### src/rtl/rxpb_pkg.sv
package rxpb_pkg;

    typedef enum logic [1:0] {
        KIND_DATA   = 2'd0,
        KIND_STAT   = 2'd1,
        KIND_TSTAMP = 2'd2,
        KIND_DROP   = 2'd3
    } word_kind_t;

    typedef struct packed {
        word_kind_t kind;
        logic       last;
    } word_tag_t;

    typedef enum logic {
        WS_ACCEPT  = 1'b0,
        WS_DISCARD = 1'b1
    } wr_state_t;

    localparam int TAG_W       = $bits(word_tag_t);
    localparam int TRAILER_MAX = 2;
    localparam int DATA_ROOM   = TRAILER_MAX + 1;

    function automatic word_tag_t make_tag(input word_kind_t k, input logic l);
        word_tag_t t;
        t.kind = k;
        t.last = l;
        return t;
    endfunction

endpackage

### src/rtl/rxpb_mem.sv
module rxpb_mem #(
    parameter int W  = 34,
    parameter int AW = 6
) (
    input  logic          clk,
    input  logic          a_en,
    input  logic [AW-1:0] a_addr,
    input  logic [W-1:0]  a_word,
    input  logic          b_en,
    input  logic [AW-1:0] b_addr,
    input  logic [W-1:0]  b_word,
    input  logic [AW-1:0] rd_addr,
    output logic [W-1:0]  rd_word
);
    localparam int DEPTH = 1 << AW;

    logic [W-1:0] cells [DEPTH];

    always_ff @(posedge clk) begin
        if (a_en) cells[a_addr] <= a_word;
        if (b_en) cells[b_addr] <= b_word;
    end

    assign rd_word = cells[rd_addr];
endmodule

### src/rtl/rxpb_wr_ctrl.sv
module rxpb_wr_ctrl
    import rxpb_pkg::*;
#(
    parameter int DW = 32,
    parameter int AW = 6
) (
    input  logic                clk,
    input  logic                rst,
    input  logic                ts_en,
    input  logic                rx_valid,
    input  logic [DW-1:0]       rx_data,
    input  logic                rx_end,
    input  logic                rx_err,
    input  logic [DW-1:0]       rx_stat,
    input  logic [DW-1:0]       rx_ts,
    input  logic [AW:0]         rd_ptr,
    output logic                wa_en,
    output logic [AW-1:0]       wa_addr,
    output logic [TAG_W+DW-1:0] wa_word,
    output logic                wb_en,
    output logic [AW-1:0]       wb_addr,
    output logic [TAG_W+DW-1:0] wb_word,
    output logic [AW:0]         wcom_ptr,
    output logic                good_commit,
    output logic                ovf_irq
);
    localparam int PW    = AW + 1;
    localparam int DEPTH = 1 << AW;
    localparam logic [PW-1:0] DEPTH_W = PW'(DEPTH);
    localparam logic [PW-1:0] ROOM_W  = PW'(DATA_ROOM);

    wr_state_t     state_q;
    logic [PW-1:0] wtent_q, wcom_q;
    logic [PW-1:0] wtent_inc, free_t, free_c, trl_len;
    logic          ev_data, ev_good, ev_bad, ev_ovf;

    assign wtent_inc = wtent_q + PW'(1);
    assign free_t    = DEPTH_W - (wtent_q - rd_ptr);
    assign free_c    = DEPTH_W - (wcom_q - rd_ptr);
    assign trl_len   = ts_en ? PW'(2) : PW'(1);

    always_comb begin
        wa_en   = 1'b0;
        wa_addr = wtent_q[AW-1:0];
        wa_word = '0;
        wb_en   = 1'b0;
        wb_addr = wtent_inc[AW-1:0];
        wb_word = {make_tag(KIND_TSTAMP, 1'b1), rx_ts};
        ev_data = 1'b0;
        ev_good = 1'b0;
        ev_bad  = 1'b0;
        ev_ovf  = 1'b0;
        if (state_q == WS_ACCEPT) begin
            if (rx_valid) begin
                if (free_t >= ROOM_W) begin
                    ev_data = 1'b1;
                    wa_en   = 1'b1;
                    wa_word = {make_tag(KIND_DATA, 1'b0), rx_data};
                end else begin
                    ev_ovf = 1'b1;
                end
            end else if (rx_end) begin
                if (rx_err) begin
                    if (free_c >= PW'(1)) begin
                        ev_bad  = 1'b1;
                        wa_en   = 1'b1;
                        wa_addr = wcom_q[AW-1:0];
                        wa_word = {make_tag(KIND_DROP, 1'b1), rx_stat};
                    end else begin
                        ev_ovf = 1'b1;
                    end
                end else if (free_t >= trl_len) begin
                    ev_good = 1'b1;
                    wa_en   = 1'b1;
                    wa_word = {make_tag(KIND_STAT, !ts_en), rx_stat};
                    wb_en   = ts_en;
                end else begin
                    ev_ovf = 1'b1;
                end
            end
        end
    end

    always_ff @(posedge clk) begin
        if (rst) begin
            state_q <= WS_ACCEPT;
            wtent_q <= '0;
            wcom_q  <= '0;
            ovf_irq <= 1'b0;
        end else begin
            ovf_irq <= ev_ovf;
            if (ev_data) wtent_q <= wtent_inc;
            if (ev_good) begin
                wtent_q <= wtent_q + trl_len;
                wcom_q  <= wtent_q + trl_len;
            end
            if (ev_bad) begin
                wtent_q <= wcom_q + PW'(1);
                wcom_q  <= wcom_q + PW'(1);
            end
            if (ev_ovf) begin
                wtent_q <= wcom_q;
                if (rx_valid) state_q <= WS_DISCARD;
            end
            if (state_q == WS_DISCARD && rx_end) state_q <= WS_ACCEPT;
        end
    end

    assign wcom_ptr    = wcom_q;
    assign good_commit = ev_good;
endmodule

### src/rtl/rxpb_rd_ctrl.sv
module rxpb_rd_ctrl
    import rxpb_pkg::*;
#(
    parameter int DW = 32,
    parameter int AW = 6
) (
    input  logic                clk,
    input  logic                rst,
    input  logic [TAG_W+DW-1:0] rd_word,
    input  logic [AW:0]         wcom_ptr,
    input  logic                good_commit,
    input  logic                dma_ready,
    output logic [AW:0]         rd_ptr,
    output logic                frame_avail,
    output logic                dma_valid,
    output logic [DW-1:0]       dma_data,
    output logic [1:0]          dma_kind,
    output logic                dma_last,
    output logic                stat_valid,
    output logic                stat_good,
    output logic [DW-1:0]       stat_data
);
    localparam int PW = AW + 1;

    word_tag_t     head_tag;
    logic [DW-1:0] head_data;
    logic [PW-1:0] rd_q, frames_q;
    logic          nonempty, is_drop, take, skip, frame_done;

    assign head_tag  = word_tag_t'(rd_word[TAG_W+DW-1:DW]);
    assign head_data = rd_word[DW-1:0];
    assign nonempty  = (rd_q != wcom_ptr);
    assign is_drop   = (head_tag.kind == KIND_DROP);

    assign dma_valid  = nonempty && !is_drop;
    assign dma_data   = head_data;
    assign dma_kind   = head_tag.kind;
    assign dma_last   = head_tag.last;
    assign take       = dma_valid && dma_ready;
    assign skip       = nonempty && is_drop;
    assign frame_done = take && head_tag.last;

    always_ff @(posedge clk) begin
        if (rst) begin
            rd_q       <= '0;
            frames_q   <= '0;
            stat_valid <= 1'b0;
            stat_good  <= 1'b0;
            stat_data  <= '0;
        end else begin
            if (take || skip) rd_q <= rd_q + PW'(1);
            case ({good_commit, frame_done})
                2'b10:   frames_q <= frames_q + PW'(1);
                2'b01:   frames_q <= frames_q - PW'(1);
                default: frames_q <= frames_q;
            endcase
            stat_valid <= skip || (take && head_tag.kind == KIND_STAT);
            if (skip || take) begin
                stat_good <= take;
                stat_data <= head_data;
            end
        end
    end

    assign rd_ptr      = rd_q;
    assign frame_avail = (frames_q != '0);
endmodule

### src/rtl/rx_pkt_buffer.sv
module rx_pkt_buffer
    import rxpb_pkg::*;
#(
    parameter int DW = 32,
    parameter int AW = 6
) (
    input  logic          clk,
    input  logic          rst,
    input  logic          ts_en,
    input  logic          rx_valid,
    input  logic [DW-1:0] rx_data,
    input  logic          rx_end,
    input  logic          rx_err,
    input  logic [DW-1:0] rx_stat,
    input  logic [DW-1:0] rx_ts,
    output logic          frame_avail,
    output logic          dma_valid,
    input  logic          dma_ready,
    output logic [DW-1:0] dma_data,
    output logic [1:0]    dma_kind,
    output logic          dma_last,
    output logic          stat_valid,
    output logic          stat_good,
    output logic [DW-1:0] stat_data,
    output logic          ovf_irq
);
    localparam int MW = TAG_W + DW;

    logic          wa_en, wb_en, good_commit;
    logic [AW-1:0] wa_addr, wb_addr;
    logic [MW-1:0] wa_word, wb_word, rd_word;
    logic [AW:0]   rd_ptr, wcom_ptr;

    rxpb_wr_ctrl #(.DW(DW), .AW(AW)) i_wr (
        .clk(clk), .rst(rst), .ts_en(ts_en),
        .rx_valid(rx_valid), .rx_data(rx_data), .rx_end(rx_end),
        .rx_err(rx_err), .rx_stat(rx_stat), .rx_ts(rx_ts),
        .rd_ptr(rd_ptr),
        .wa_en(wa_en), .wa_addr(wa_addr), .wa_word(wa_word),
        .wb_en(wb_en), .wb_addr(wb_addr), .wb_word(wb_word),
        .wcom_ptr(wcom_ptr), .good_commit(good_commit), .ovf_irq(ovf_irq)
    );

    rxpb_mem #(.W(MW), .AW(AW)) i_mem (
        .clk(clk),
        .a_en(wa_en), .a_addr(wa_addr), .a_word(wa_word),
        .b_en(wb_en), .b_addr(wb_addr), .b_word(wb_word),
        .rd_addr(rd_ptr[AW-1:0]), .rd_word(rd_word)
    );

    rxpb_rd_ctrl #(.DW(DW), .AW(AW)) i_rd (
        .clk(clk), .rst(rst), .rd_word(rd_word), .wcom_ptr(wcom_ptr),
        .good_commit(good_commit), .dma_ready(dma_ready),
        .rd_ptr(rd_ptr), .frame_avail(frame_avail),
        .dma_valid(dma_valid), .dma_data(dma_data), .dma_kind(dma_kind),
        .dma_last(dma_last), .stat_valid(stat_valid), .stat_good(stat_good),
        .stat_data(stat_data)
    );
endmodule

### config.mk
export PLATFORM = sky130hd
export DESIGN_NAME = rx_pkt_buffer
export DESIGN_NICKNAME = d
export VERILOG_FILES = /design/src/rtl/rxpb_pkg.sv /design/src/rtl/rxpb_mem.sv /design/src/rtl/rxpb_wr_ctrl.sv /design/src/rtl/rxpb_rd_ctrl.sv /design/src/rtl/rx_pkt_buffer.sv
export SDC_FILE = /design/constraint.sdc
export NUM_CORES = 2
export LEC_CHECK = 0
export BUFFER_PORTS_ARGS = -buffer_cell sky130_fd_sc_hd__buf_2
export CORE_UTILIZATION = 35
export DETAILED_ROUTE_END_ITERATION = 10
export PLACE_DENSITY = 0.49
export SLEW_MARGIN = 30
export SYNTH_ARGS = -nofsm -noshare
export SYNTH_HDL_FRONTEND = slang
export SYNTH_SLANG_ARGS = --single-unit
export TNS_END_PERCENT = 1
### constraint.sdc
create_clock -name clk -period 9.04 [get_ports clk]
set_input_delay 0.904 -clock clk [delete_from_list [all_inputs] [get_ports clk]]
set_output_delay 0.904 -clock clk [all_outputs]
set_load 0.005 [all_outputs]
==> results.json <==
{
  "cts_buffer_depth": 4,
  "grt_antenna_before_repair": 58,
  "power_leakage_nw": 39.5,
  "ff2ff_path_depth": 14,
  "dpl-instance-area_um2": 119000,
  "grt_pass1_wl_um": 647000,
  "drt_pass1_iterations": 7,
  "synth_edf_count": 2048,
  "ys_ff_latch": 2310,
  "ys_async_sr_fraction": 0,
  "drt_wl_total_um": 477000,
  "place_ws_ns": 2.46,
  "setup_slack_ns": 2.25,
  "cpPeakStageDelay_ns": 0.61,
  "grt_max_degree": 111,
  "cts_buffers": 276,
  "cp.required_ns": 9.81,
  "dieWidth_um": 572,
  "synth_ff_type": "edfxtp_1",
  "cts.htree.levels": 5,
  "synth_compound_area_frac": 0.181,
  "hp-class": "input port to flop",
  "routabilityCongestion": 0.890,
  "muxShareOfSynthArea": 0.157,
  "met2_usage": 0.452,
  "grt_pass1_vias": 74100,
  "worstHoldPathCells": 3,
  "synthAdderAreaFrac": 0.00456,
  "hold_violations": 0,
  "final_antenna_net_count": 0,
  "synth.distinct_cells": 73,
  "vias": 76900,
  "path_max_fanout": 33,
  "clk_latency_ns": 0.93,
  "r2r-start": "i_wr.wtent_q[3]$_SDFFE_PP0P_",
  "avgViaCountPerCell": 6.67,
  "cts_root_buffer": "clkbuf_16",
  "io_pins": 175,
  "dieArea_um2": 327000,
  "core.rowCount": 208,
  "ys_seq_area_frac": 0.587,
  "critical_path_class": "flop to flop",
  "drv_slew": 0,
  "tns_ns": 0,
  "cap_violations": 0,
  "final_cell_mix": "a22o_1 (2048), edfxtp_1 (2048), mux4_2 (715)",
  "drc_errors": 0,
  "syn_to_final_growth_pct": 12.4,
  "rsz0062_at_grt": "no",
  "hp-start": "dma_ready",
  "max_slew.worst_pin.slew_ns": 1.10,
  "cp-end-kind": "flop",
  "grtUsageMet3": 0.0691,
  "timing.slew.headroom": 0.269,
  "core_area_um2": 322000,
  "synth_simple_gate_area_frac": 0.0265,
  "cp.arrival_ns": 7.56,
  "rrSetupSlack_ns": 2.25,
  "min_to": "i_rd.stat_valid$_SDFF_PP0_",
  "period_share": 0.751,
  "synthCells": 7352,
  "slowest_stage": "a2111oi_0",
  "final_cell_area_um2": 128000,
  "path_common_cell": "buf_4",
  "synth.cell_area_um2": 114000,
  "postCtsSetupRepairBufs": 0,
  "peakVddDrop_mv": 0.274,
  "setup_viol_count_final": 0,
  "cts_tree": "done",
  "ys_warn_count": 0,
  "drive_gt1_frac": 0.258,
  "skew_ns": 0.0570,
  "die_h_um": 572,
  "numPortBuffers": 174,
  "synth_top_family_by_area": "compound AO/OA/AOI/OAI gates",
  "busiest_layer": "met2",
  "synth_xor_area_frac": 0.00247,
  "pwr_density_cell_nw_per_um2": 250,
  "grt_usage": 0.285,
  "status": "finished, final reports clean",
  "cp-start-kind": "flop",
  "ctsHoldBuffers": 0,
  "start_util": 0.353,
  "crit_chain": "clkinv_1 -> ha_1 -> ha_1 -> or2_1 -> a2111oi_0 -> or3_1 -> o21a_1 -> inv_2 -> nand2_2 -> buf_4 -> a22o_2 -> buf_4 -> buf_4 -> a22o_1",
  "synth_fp_nets": 7494,
  "nets": 7149,
  "wl_per_cell_um": 41.3,
  "cts_resized": 0,
  "dp_hpwl_um": 281000,
  "syn_avg_cell_area_um2": 15.5,
  "clkSlewWorstSetupHoldPaths_ns": 0.06,
  "period_needed_ns": 6.79,
  "reg2reg_to": "i_mem.cells[41][18]$_DFFE_PP_",
  "fmax_mhz": 147,
  "use_met1": 0.373,
  "drt_first_iter_violations": 10100,
  "gr-total-overflow": 0,
  "cts_sinks": 2310
}
-- logic make-up after synthesis --
group	after synthesis
mux	883
buf+inv	1136
flops	2310
compound gates	2414
fa+ha+maj	39
simple gates	538
xor+xnor	32
-- how the worst max path moves through the flow --
stage | startpoint | end | slack, ns | cells past startpoint
finish | i_wr.wtent_q[3]$_SDFFE_PP0P_ | i_mem.cells[41][18]$_DFFE_PP_ | 2.25 | 14
detailed placement | i_wr.wtent_q[3]$_SDFFE_PP0P_ | i_mem.cells[41][18]$_DFFE_PP_ | 2.46 | 14
global placement | i_wr.wtent_q[3]$_SDFFE_PP0P_ | i_mem.cells[12][11]$_DFFE_PP_ | 2.37 | 13
CTS | flop | dma_data[28] | 2.39 | 7
floorplan | i_wr.wtent_q[3]$_SDFFE_PP0P_ | i_mem.cells[13][0]$_DFFE_PP_ | 3.94 | 16
global route | i_wr.wtent_q[3]$_SDFFE_PP0P_ | i_mem.cells[41][18]$_DFFE_PP_ | 1.94 | 14
-- sequential cells by signal (all words and copies together) (netlist names), named ones only --
name / cells
i_rd.rd_ptr: 7
i_rd.frames_q: 7
i_wr.wcom_ptr: 7
i_wr.wtent_q: 7
i_rd.stat_valid: 1
i_wr.state_q: 1
i_mem.cells: 2240
i_rd.stat_good: 1
i_rd.stat_data: 32
i_wr.ovf_irq: 1
-- worst max-delay path: cells and delay by family, from the launching register on --
| kind | cells | cell delay [ns] |
|---|---|---|
| buffers and inverters | 5 | 2.33 |
| AO/OA/AOI/OAI | 4 | 1.68 |
| AND/OR/NAND/NOR | 3 | 1.21 |
| adder cells (fa/ha/maj) | 2 | 0.72 |
| flip-flops | 1 | 0.55 |
-- cell usage after synthesis, drive strengths merged, types with 5 or more instances --
cell type | count | area, um^2
a211oi | 69 | 533
a21o | 9 | 67.6
a21oi | 30 | 150
a22o | 2080 | 18200
a22oi | 10 | 75.1
a311oi | 44 | 398
a31oi | 110 | 694
and2 | 5 | 31.3
buf | 482 | 2230
clkbuf | 624 | 2340
dfxtp | 262 | 5250
edfxtp | 2048 | 61500
ha | 35 | 438
inv | 28 | 105
mux2 | 19 | 214
mux2i | 149 | 1520
mux4 | 715 | 16100
nand2 | 58 | 220
nand2b | 12 | 75.1
nand3 | 31 | 155
nand4 | 8 | 50.1
nor2 | 221 | 830
nor2b | 10 | 62.6
nor3 | 88 | 917
o2111ai | 7 | 61.3
o21a | 5 | 37.5
o21ai | 23 | 115
o22ai | 5 | 31.3
or2 | 84 | 526
or3 | 5 | 31.3
xnor2 | 24 | 210
xor2 | 8 | 70.1
-- metrics by stage --
step,instances,total power [mW],util,hold WS [ns]
6_report,11500,32.0,0.397,0.342
5_1_grt,11500,32.7,0.397,0.303
4_1_cts,11500,32.0,0.396,0.286
3_5_place_dp,11000,21.3,0.370,0.486
3_3_place_gp,11000,21.2,0.369,0.473
2_1_floorplan,7352,17.3,-,0.459
-- where the power goes --
| part | leakage [nW] | switching [mW] | internal (mW) |
|---|---|---|---|
| combinational | 15.6 | 6.02 | 2.81 |
| sequential | 19.8 | 0.294 | 12.0 |
| clock | 4.12 | 4.69 | 6.15 |
| total | 39.5 | 11.0 | 21.0 |
-- area by class of cell --
| cell class | count | area, um^2 |
|---|---|---|
| Sequential cell | 2310 | 66800 |
| Antenna cell | 12 | 30.0 |
| Fill cell | 29600 | 194000 |
| Timing Repair Buffer | 483 | 3630 |
| Clock buffer | 383 | 7630 |
| Inverter | 30 | 120 |
| Clock inverter | 110 | 877 |
| Multi-Input combinational cell | 3906 | 43400 |
| Tap cell | 4305 | 5390 |
-- per-layer routing --
metal,wire (um),vias to the layer above
li1,-,30100
met1,183000,41100
met2,221000,4781
met3,48400,909
met4,23700,38
met5,282,-
(Power assumes the default switching activity.)
